===== src/rtl/dbs_pkg.sv =====
package dbs_pkg;
  localparam int BYTE_W = 8;
  // upper six bits of the 7-bit slave address; the strap supplies bit 0
  localparam logic [5:0] I2C_ADDR_HI = 6'b001011;

  typedef enum logic [2:0] {
    I_IDLE, I_ADDR, I_REGA, I_WDAT, I_ACK, I_RDAT, I_MACK
  } i2c_st_e;
endpackage


===== src/rtl/dbs_pin_sync.sv =====
module dbs_pin_sync #(
  parameter int          W       = 3,
  parameter logic [W-1:0] RST_VAL = '1
) (
  input  logic         clk_i,
  input  logic         rst_ni,
  input  logic [W-1:0] d_i,
  output logic [W-1:0] q_o,
  output logic [W-1:0] q_prev_o
);
  logic [W-1:0] s1_q, s2_q, s3_q;

  always_ff @(posedge clk_i or negedge rst_ni) begin
    if (!rst_ni) begin
      s1_q <= RST_VAL;
      s2_q <= RST_VAL;
      s3_q <= RST_VAL;
    end else begin
      s1_q <= d_i;
      s2_q <= s1_q;
      s3_q <= s2_q;
    end
  end

  assign q_o      = s2_q;
  assign q_prev_o = s3_q;
endmodule


===== src/rtl/dbs_i2c_engine.sv =====
module dbs_i2c_engine
  import dbs_pkg::*;
#(
  parameter int ADDR_W = 4
) (
  input  logic              clk_i,
  input  logic              rst_ni,
  input  logic              en_i,
  input  logic              asel_i,
  input  logic              scl_i,
  input  logic              scl_rise_i,
  input  logic              scl_fall_i,
  input  logic              sda_i,
  input  logic              sda_rise_i,
  input  logic              sda_fall_i,
  input  logic [BYTE_W-1:0] rdata_i,
  output logic [ADDR_W-1:0] addr_o,
  output logic [BYTE_W-1:0] wdata_o,
  output logic              we_o,
  output logic              sda_oe_o
);
  i2c_st_e           st_q, nxt_q;
  logic [3:0]        cnt_q;
  logic [BYTE_W-1:0] sh_q, tx_q, wdata_q;
  logic [ADDR_W-1:0] ptr_q, waddr_q;
  logic              we_q, oe_q;
  logic              start_c, stop_c;

  assign start_c = scl_i & sda_fall_i;
  assign stop_c  = scl_i & sda_rise_i;

  always_ff @(posedge clk_i or negedge rst_ni) begin
    if (!rst_ni) begin
      st_q    <= I_IDLE;
      nxt_q   <= I_IDLE;
      cnt_q   <= '0;
      sh_q    <= '0;
      tx_q    <= '0;
      wdata_q <= '0;
      ptr_q   <= '0;
      waddr_q <= '0;
      we_q    <= 1'b0;
      oe_q    <= 1'b0;
    end else begin
      we_q <= 1'b0;
      if (!en_i) begin
        st_q <= I_IDLE;
        oe_q <= 1'b0;
      end else if (start_c) begin
        st_q  <= I_ADDR;
        cnt_q <= '0;
        oe_q  <= 1'b0;
      end else if (stop_c) begin
        st_q <= I_IDLE;
        oe_q <= 1'b0;
      end else begin
        unique case (st_q)
          I_ADDR, I_REGA, I_WDAT: begin
            if (scl_rise_i) begin
              sh_q  <= {sh_q[BYTE_W-2:0], sda_i};
              cnt_q <= cnt_q + 4'd1;
            end else if (scl_fall_i && cnt_q == 4'd8) begin
              cnt_q <= '0;
              if (st_q == I_ADDR) begin
                if (sh_q[7:1] == {I2C_ADDR_HI, asel_i}) begin
                  oe_q  <= 1'b1;
                  st_q  <= I_ACK;
                  nxt_q <= sh_q[0] ? I_RDAT : I_REGA;
                end else begin
                  st_q <= I_IDLE;
                end
              end else begin
                if (st_q == I_REGA) begin
                  ptr_q <= sh_q[ADDR_W-1:0];
                end else begin
                  we_q    <= 1'b1;
                  waddr_q <= ptr_q;
                  wdata_q <= sh_q;
                  ptr_q   <= ptr_q + 1'b1;
                end
                oe_q  <= 1'b1;
                st_q  <= I_ACK;
                nxt_q <= I_WDAT;
              end
            end
          end
          I_ACK: begin
            if (scl_fall_i) begin
              cnt_q <= '0;
              st_q  <= nxt_q;
              if (nxt_q == I_RDAT) begin
                tx_q <= rdata_i;
                oe_q <= ~rdata_i[BYTE_W-1];
              end else begin
                oe_q <= 1'b0;
              end
            end
          end
          I_RDAT: begin
            if (scl_fall_i) begin
              if (cnt_q == 4'd7) begin
                oe_q  <= 1'b0;
                cnt_q <= '0;
                st_q  <= I_MACK;
              end else begin
                tx_q  <= {tx_q[BYTE_W-2:0], 1'b0};
                oe_q  <= ~tx_q[BYTE_W-2];
                cnt_q <= cnt_q + 4'd1;
              end
            end
          end
          I_MACK: begin
            if (scl_rise_i) begin
              if (sda_i) begin
                st_q <= I_IDLE;
              end else begin
                ptr_q <= ptr_q + 1'b1;
                st_q  <= I_ACK;
                nxt_q <= I_RDAT;
              end
            end
          end
          default: ;
        endcase
      end
    end
  end

  assign addr_o   = we_q ? waddr_q : ptr_q;
  assign wdata_o  = wdata_q;
  assign we_o     = we_q;
  assign sda_oe_o = oe_q;
endmodule


===== src/rtl/dbs_spi_engine.sv =====
module dbs_spi_engine
  import dbs_pkg::*;
#(
  parameter int ADDR_W = 4
) (
  input  logic              clk_i,
  input  logic              rst_ni,
  input  logic              cs_i,
  input  logic              sck_rise_i,
  input  logic              sck_fall_i,
  input  logic              si_i,
  input  logic [BYTE_W-1:0] rdata_i,
  output logic [ADDR_W-1:0] addr_o,
  output logic [BYTE_W-1:0] wdata_o,
  output logic              we_o,
  output logic              so_o,
  output logic              drive_o
);
  logic [2:0]        cnt_q;
  logic              first_q, rd_q, drv_q, we_q;
  logic [BYTE_W-1:0] sh_q, tx_q, wdata_q;
  logic [ADDR_W-1:0] ptr_q, waddr_q;
  logic [BYTE_W-1:0] sh_n;

  assign sh_n = {sh_q[BYTE_W-2:0], si_i};

  always_ff @(posedge clk_i or negedge rst_ni) begin
    if (!rst_ni) begin
      cnt_q   <= '0;
      first_q <= 1'b1;
      rd_q    <= 1'b0;
      drv_q   <= 1'b0;
      we_q    <= 1'b0;
      sh_q    <= '0;
      tx_q    <= '0;
      wdata_q <= '0;
      ptr_q   <= '0;
      waddr_q <= '0;
    end else begin
      we_q <= 1'b0;
      if (cs_i) begin
        cnt_q   <= '0;
        first_q <= 1'b1;
        rd_q    <= 1'b0;
        drv_q   <= 1'b0;
      end else begin
        if (sck_rise_i) begin
          sh_q  <= sh_n;
          cnt_q <= cnt_q + 3'd1;
          if (cnt_q == 3'd7) begin
            if (first_q) begin
              first_q <= 1'b0;
              rd_q    <= sh_n[BYTE_W-1];
              ptr_q   <= sh_n[ADDR_W-1:0];
            end else if (rd_q) begin
              ptr_q <= ptr_q + 1'b1;
            end else begin
              we_q    <= 1'b1;
              waddr_q <= ptr_q;
              wdata_q <= sh_n;
              ptr_q   <= ptr_q + 1'b1;
            end
          end
        end
        if (sck_fall_i && rd_q) begin
          drv_q <= 1'b1;
          if (cnt_q == 3'd0) tx_q <= rdata_i;
          else               tx_q <= {tx_q[BYTE_W-2:0], 1'b0};
        end
      end
    end
  end

  assign addr_o  = we_q ? waddr_q : ptr_q;
  assign wdata_o = wdata_q;
  assign we_o    = we_q;
  assign so_o    = tx_q[BYTE_W-1];
  assign drive_o = drv_q;
endmodule


===== src/rtl/dual_bus_reg_slave.sv =====
module dual_bus_reg_slave
  import dbs_pkg::*;
#(
  parameter int ADDR_W = 4
) (
  input  logic              clk_i,
  input  logic              rst_ni,
  input  logic              scl_sck_i,
  input  logic              sda_si_i,
  input  logic              cs_ni,
  input  logic              asel_i,
  output logic              sda_oe_o,
  output logic              so_o,
  output logic              so_oe_o,
  output logic [ADDR_W-1:0] reg_addr_o,
  output logic [BYTE_W-1:0] reg_wdata_o,
  output logic              reg_we_o,
  input  logic [BYTE_W-1:0] reg_rdata_i
);
  localparam int N_PINS = 3;

  logic [N_PINS-1:0] pin_q, pin_prev;
  logic              scl_s, sda_s, cs_s;
  logic              scl_rise, scl_fall, sda_rise, sda_fall, cs_fall;
  logic              spi_mode_q;

  logic [ADDR_W-1:0] i_addr, s_addr;
  logic [BYTE_W-1:0] i_wdata, s_wdata;
  logic              i_we, s_we, s_so, s_drv;

  dbs_pin_sync #(.W(N_PINS), .RST_VAL('1)) u_sync (
    .clk_i   (clk_i),
    .rst_ni  (rst_ni),
    .d_i     ({cs_ni, sda_si_i, scl_sck_i}),
    .q_o     (pin_q),
    .q_prev_o(pin_prev)
  );

  assign scl_s    = pin_q[0];
  assign sda_s    = pin_q[1];
  assign cs_s     = pin_q[2];
  assign scl_rise = pin_q[0] & ~pin_prev[0];
  assign scl_fall = ~pin_q[0] & pin_prev[0];
  assign sda_rise = pin_q[1] & ~pin_prev[1];
  assign sda_fall = ~pin_q[1] & pin_prev[1];
  assign cs_fall  = ~pin_q[2] & pin_prev[2];

  always_ff @(posedge clk_i or negedge rst_ni) begin
    if (!rst_ni)      spi_mode_q <= 1'b0;
    else if (cs_fall) spi_mode_q <= 1'b1;
  end

  dbs_i2c_engine #(.ADDR_W(ADDR_W)) u_i2c (
    .clk_i     (clk_i),
    .rst_ni    (rst_ni),
    .en_i      (~spi_mode_q),
    .asel_i    (asel_i),
    .scl_i     (scl_s),
    .scl_rise_i(scl_rise),
    .scl_fall_i(scl_fall),
    .sda_i     (sda_s),
    .sda_rise_i(sda_rise),
    .sda_fall_i(sda_fall),
    .rdata_i   (reg_rdata_i),
    .addr_o    (i_addr),
    .wdata_o   (i_wdata),
    .we_o      (i_we),
    .sda_oe_o  (sda_oe_o)
  );

  dbs_spi_engine #(.ADDR_W(ADDR_W)) u_spi (
    .clk_i     (clk_i),
    .rst_ni    (rst_ni),
    .cs_i      (cs_s),
    .sck_rise_i(scl_rise),
    .sck_fall_i(scl_fall),
    .si_i      (sda_s),
    .rdata_i   (reg_rdata_i),
    .addr_o    (s_addr),
    .wdata_o   (s_wdata),
    .we_o      (s_we),
    .so_o      (s_so),
    .drive_o   (s_drv)
  );

  assign reg_addr_o  = spi_mode_q ? s_addr  : i_addr;
  assign reg_wdata_o = spi_mode_q ? s_wdata : i_wdata;
  assign reg_we_o    = spi_mode_q ? s_we    : i_we;
  assign so_o        = s_so;
  assign so_oe_o     = spi_mode_q & ~cs_s & s_drv;
endmodule


===== config.mk =====
export PLATFORM = sky130hd
export DESIGN_NAME = dual_bus_reg_slave
export DESIGN_NICKNAME = d
export VERILOG_FILES = /design/src/rtl/dbs_pkg.sv /design/src/rtl/dbs_pin_sync.sv /design/src/rtl/dbs_i2c_engine.sv /design/src/rtl/dbs_spi_engine.sv /design/src/rtl/dual_bus_reg_slave.sv
export SDC_FILE = /design/constraint.sdc
export NUM_CORES = 1
export LEC_CHECK = 0
export BUFFER_PORTS_ARGS = -buffer_cell sky130_fd_sc_hd__buf_2
export CAP_MARGIN = 20
export CORE_MARGIN = 2
export CORE_UTILIZATION = 54
export DETAILED_ROUTE_END_ITERATION = 12
export GPL_TIMING_DRIVEN = 0
export PLACE_DENSITY_LB_ADDON = 0.1
export SLEW_MARGIN = 20
export SYNTH_ARGS = -nofsm -noshare
export SYNTH_HDL_FRONTEND = slang
export SYNTH_SLANG_ARGS = --single-unit

===== constraint.sdc =====
create_clock -name clk_i -period 1.98 [get_ports clk_i]
set_clock_uncertainty 0.2 [all_clocks]
set_input_delay 0.396 -clock clk_i [delete_from_list [all_inputs] [get_ports clk_i]]
set_output_delay 0.396 -clock clk_i [all_outputs]
set_load 0.01 [all_outputs]

==> results.json <==
{
  "final_cell_area_um2": 5820,
  "cts_buffers": 9,
  "fp-row-count": 32,
  "period_needed_ps": 2250,
  "place_hpwl_um": 6200,
  "drtIter0Drc": 137,
  "grt_pass1_wl_um": 16000,
  "cts.sinks": 91,
  "cts_tree": "built",
  "cts-root-buf": "clkbuf_8",
  "hold_path_class": "in -> reg",
  "reg2reg_to": "u_i2c.ptr_q[0]",
  "worst_pin_slew_ps": 655,
  "syn-cell-area_um2": 4420,
  "min_from": "reg_rdata_i[0]",
  "io_buffers": 29,
  "p_sw_frac": 0.240,
  "required_ps": 2020,
  "num_vias": 3331,
  "power_frac_clock": 0.379,
  "io_pins": 30,
  "dpl-instance-area_um2": 4770,
  "fmax_mhz": 445,
  "core_um2": 7810,
  "synth_cell_types": 54,
  "cts.clk_slew.worst_paths_ps": 90,
  "ir_drop_uv": 369,
  "grt.total_usage": 0.236,
  "grt_pass1_vias": 3234,
  "p_sw_mw": 0.885,
  "grt_setup_unrepaired": "true",
  "die_h_um": 94.4,
  "grt_overflow": 0,
  "failed_checks": "setup timing",
  "cp_max_fo": 5,
  "grt_max_degree": 51,
  "drv_slew": 0,
  "critPathKind": "reg -> reg",
  "initial_core_util": 0.566,
  "postRouteAntennaNets": 0,
  "rrSetupSlack_ps": -270,
  "wl_per_cell_um": 18.7,
  "yosysWarnings": 0,
  "synth-seq-cells": 91,
  "antenna_found_initial": 0,
  "via_per_inst": 5.78,
  "final_nets": 490,
  "power_leakage_nw": 2.70,
  "htree_levels": 3,
  "seq_area_frac_synth": 0.518,
  "syn_nets": 411,
  "insertion_delay_ps": 370,
  "final.setup.worst_slack_ps": -266,
  "crit_path_end_kind": "flip-flop",
  "finalSetupViolations": 56,
  "dieWidth_um": 94.4,
  "hold_violations": 0,
  "critPathLaunchType": "flip-flop",
  "die_area_um2": 8920,
  "diodes": 0,
  "intPower_mw": 2.80,
  "synth_largest_area_cell": "dfrtp_1",
  "synthFlopType": "dfrtp_1",
  "share_comb_of_total_power": 0.072,
  "cts_buffer_depth": 2,
  "drc": 0,
  "fin_crit_sh": 1.13,
  "fin_tns_setup_ps": -5260,
  "n_fill_cell": 485,
  "hold_end": "u_spi.tx_q[0]",
  "synth_edf_count": 0,
  "slew_headroom": 0.561,
  "async_flop_share": 1.00,
  "area_delta_synth_final_pct": 31.9,
  "postSynthAreaPerCell_um2": 11.3,
  "cap_viol_max_count": 0,
  "seq_power_share": 0.549,
  "synth_top_area_share": 0.459,
  "cp_data_arrival_time_ps": 2290,
  "synthTopCellsByArea": "dfrtp_1 46%, mux2_2 10%, dfstp_2 5.9%",
  "drive_above_1_share": 0.462,
  "status": "finished, violations left",
  "drt_first_pass_iters": 4,
  "timing.rr.start": "u_i2c.cnt_q[0]",
  "power_density_nw_per_um2": 633,
  "place.gp.congestion": 0.891,
  "postSynthCellCount": 390,
  "min_path_cells": 3,
  "reg2regPathDepth": 7,
  "drt_wl_total_um": 10800
}
## cell families (layout without fill, tap and decap cells)
logic type | after synthesis | in the layout | share of synthesized area
mux | 72 | 72 | 0.185
buf+inv | 35 | 117 | 0.0363
compound gates | 78 | 79 | 0.108
fa+ha+maj | 7 | 7 | 0.0198
xor+xnor | 3 | 3 | 0.00595
simple gates | 104 | 105 | 0.127
flops | 91 | 91 | 0.518
## layout make-up
| cell class | count | area (µm²) | area share |
|---|---|---|---|
| Buffer | 16 | 136 | 0.0234 |
| Clock buffer | 11 | 131 | 0.0226 |
| Clock inverter | 5 | 86.3 | 0.0148 |
| Inverter | 13 | 48.8 | 0.00838 |
| Multi-Input combinational cell | 266 | 2390 | 0.410 |
| Sequential cell | 91 | 2300 | 0.394 |
| Tap cell | 102 | 128 | 0.0219 |
| Timing Repair Buffer | 72 | 611 | 0.105 |
## cells in the mapped netlist (2+ instances only)
master,count
dfrtp_1,81
a21o_1,4
mux2_4,9
o211ai_1,2
nand3_1,10
nand2_1,27
nor2b_1,12
a21oi_1,24
nand2b_1,5
o21ai_0,24
buf_6,2
clkbuf_1,9
nor3b_1,2
or3_1,3
o31ai_1,2
nor3_1,7
mux2i_1,22
inv_1,13
dfstp_2,10
a32oi_1,2
a211o_1,3
a211oi_1,5
xnor2_1,2
o21a_1,2
ha_1,7
buf_1,2
a221oi_1,2
buf_2,8
mux2_2,41
and3_1,2
nor2_1,23
## repair_timing
action                                 4_1_cts  5_1_grt
buffers inserted                            21       15
resized for setup                           54       92
endpoints found under the hold margin       50        0
cloned                                       2        3
pin swaps                                    9       24
hold buffers                                 4        0
setup endpoints to repair                   77       74
## state kept, by name, indices dropped and copies added (netlist names), 4 cells and up
name / flops
u_i2c.sh_q: 8
u_i2c.wdata_o: 8
u_spi.tx_q: 8
u_spi.wdata_o: 8
u_i2c.tx_q: 7
u_spi.sh_q: 7
u_i2c.cnt_q: 4
u_i2c.ptr_q: 4
u_i2c.waddr_q: 4
u_spi.ptr_q: 4
u_spi.waddr_q: 4
## worst max-delay path by stage
stage | start | depth (start not counted) | slack, ps | to
detailed placement | u_sync.q_o[0] | 6 | -400 | u_spi.waddr_q[1]
floorplan | u_sync.q_o[0] | 6 | -170 | u_spi.waddr_q[0]
global route | u_i2c.cnt_q[0] | 7 | -310 | u_i2c.ptr_q[0]
global placement | rst_ni | 1 | -510 | u_spi.tx_q[3]
CTS | u_i2c.cnt_q[0] | 7 | -220 | u_i2c.waddr_q[2]
finish | u_i2c.cnt_q[0] | 7 | -270 | u_i2c.ptr_q[0]
## power groups by stage
stage	clock (mW)	sequential (mW)	combinational [mW]
2_1_floorplan	0	2.03	0.141
3_3_place_gp	0	2.05	0.209
3_5_place_dp	0	2.05	0.221
4_1_cts	1.41	2.01	0.245
5_1_grt	1.49	2.03	0.294
6_report	1.40	2.02	0.265
## per-layer routing
metal | up-vias | track usage | share of wire
li1 | 1542 | - | -
met1 | 1671 | 0.304 | 0.43
met2 | 92 | 0.398 | 0.51
met3 | 26 | 0.0359 | 0.034
met4 | 0 | 0.103 | 0.030
met5 | - | 0 | 0
## per-stage QoR
stage          utilization  hold slack (ps)  worst slack (ps)  cells  total power, mW
6_report             0.746             76.2              -266    576             3.69
5_1_grt              0.746             91.9              -309    576             3.82
2_1_floorplan            -            -99.6              -170    390             2.17
3_3_place_gp         0.608              146              -506    521             2.26
4_1_cts              0.690             74.6              -223    560             3.67
3_5_place_dp         0.610              147              -396    522             2.27
## cell usage in the layout (no fill, tap or decap), drive strengths merged, types with 10 or more instances in the layout
master | Yosys | final
dfrtp | 81 | 81
buf | 13 | 79
mux2 | 50 | 50
nand2 | 28 | 28
o21ai | 25 | 25
a21oi | 24 | 24
nor2 | 23 | 23
mux2i | 22 | 22
clkbuf | 9 | 16
inv | 13 | 14
nor2b | 12 | 12
nand3 | 10 | 10
dfstp | 10 | 10
## worst max-delay path, cell delays in order (launching register included)
cell	delay, ps
dfrtp_1	380
inv_1	60
ha_2	160
nand4b_1	130
buf_4	180
or3_4	340
a211o_4	390
a211o_1	280
No activity file was read; power rests on OpenSTA's default activity.
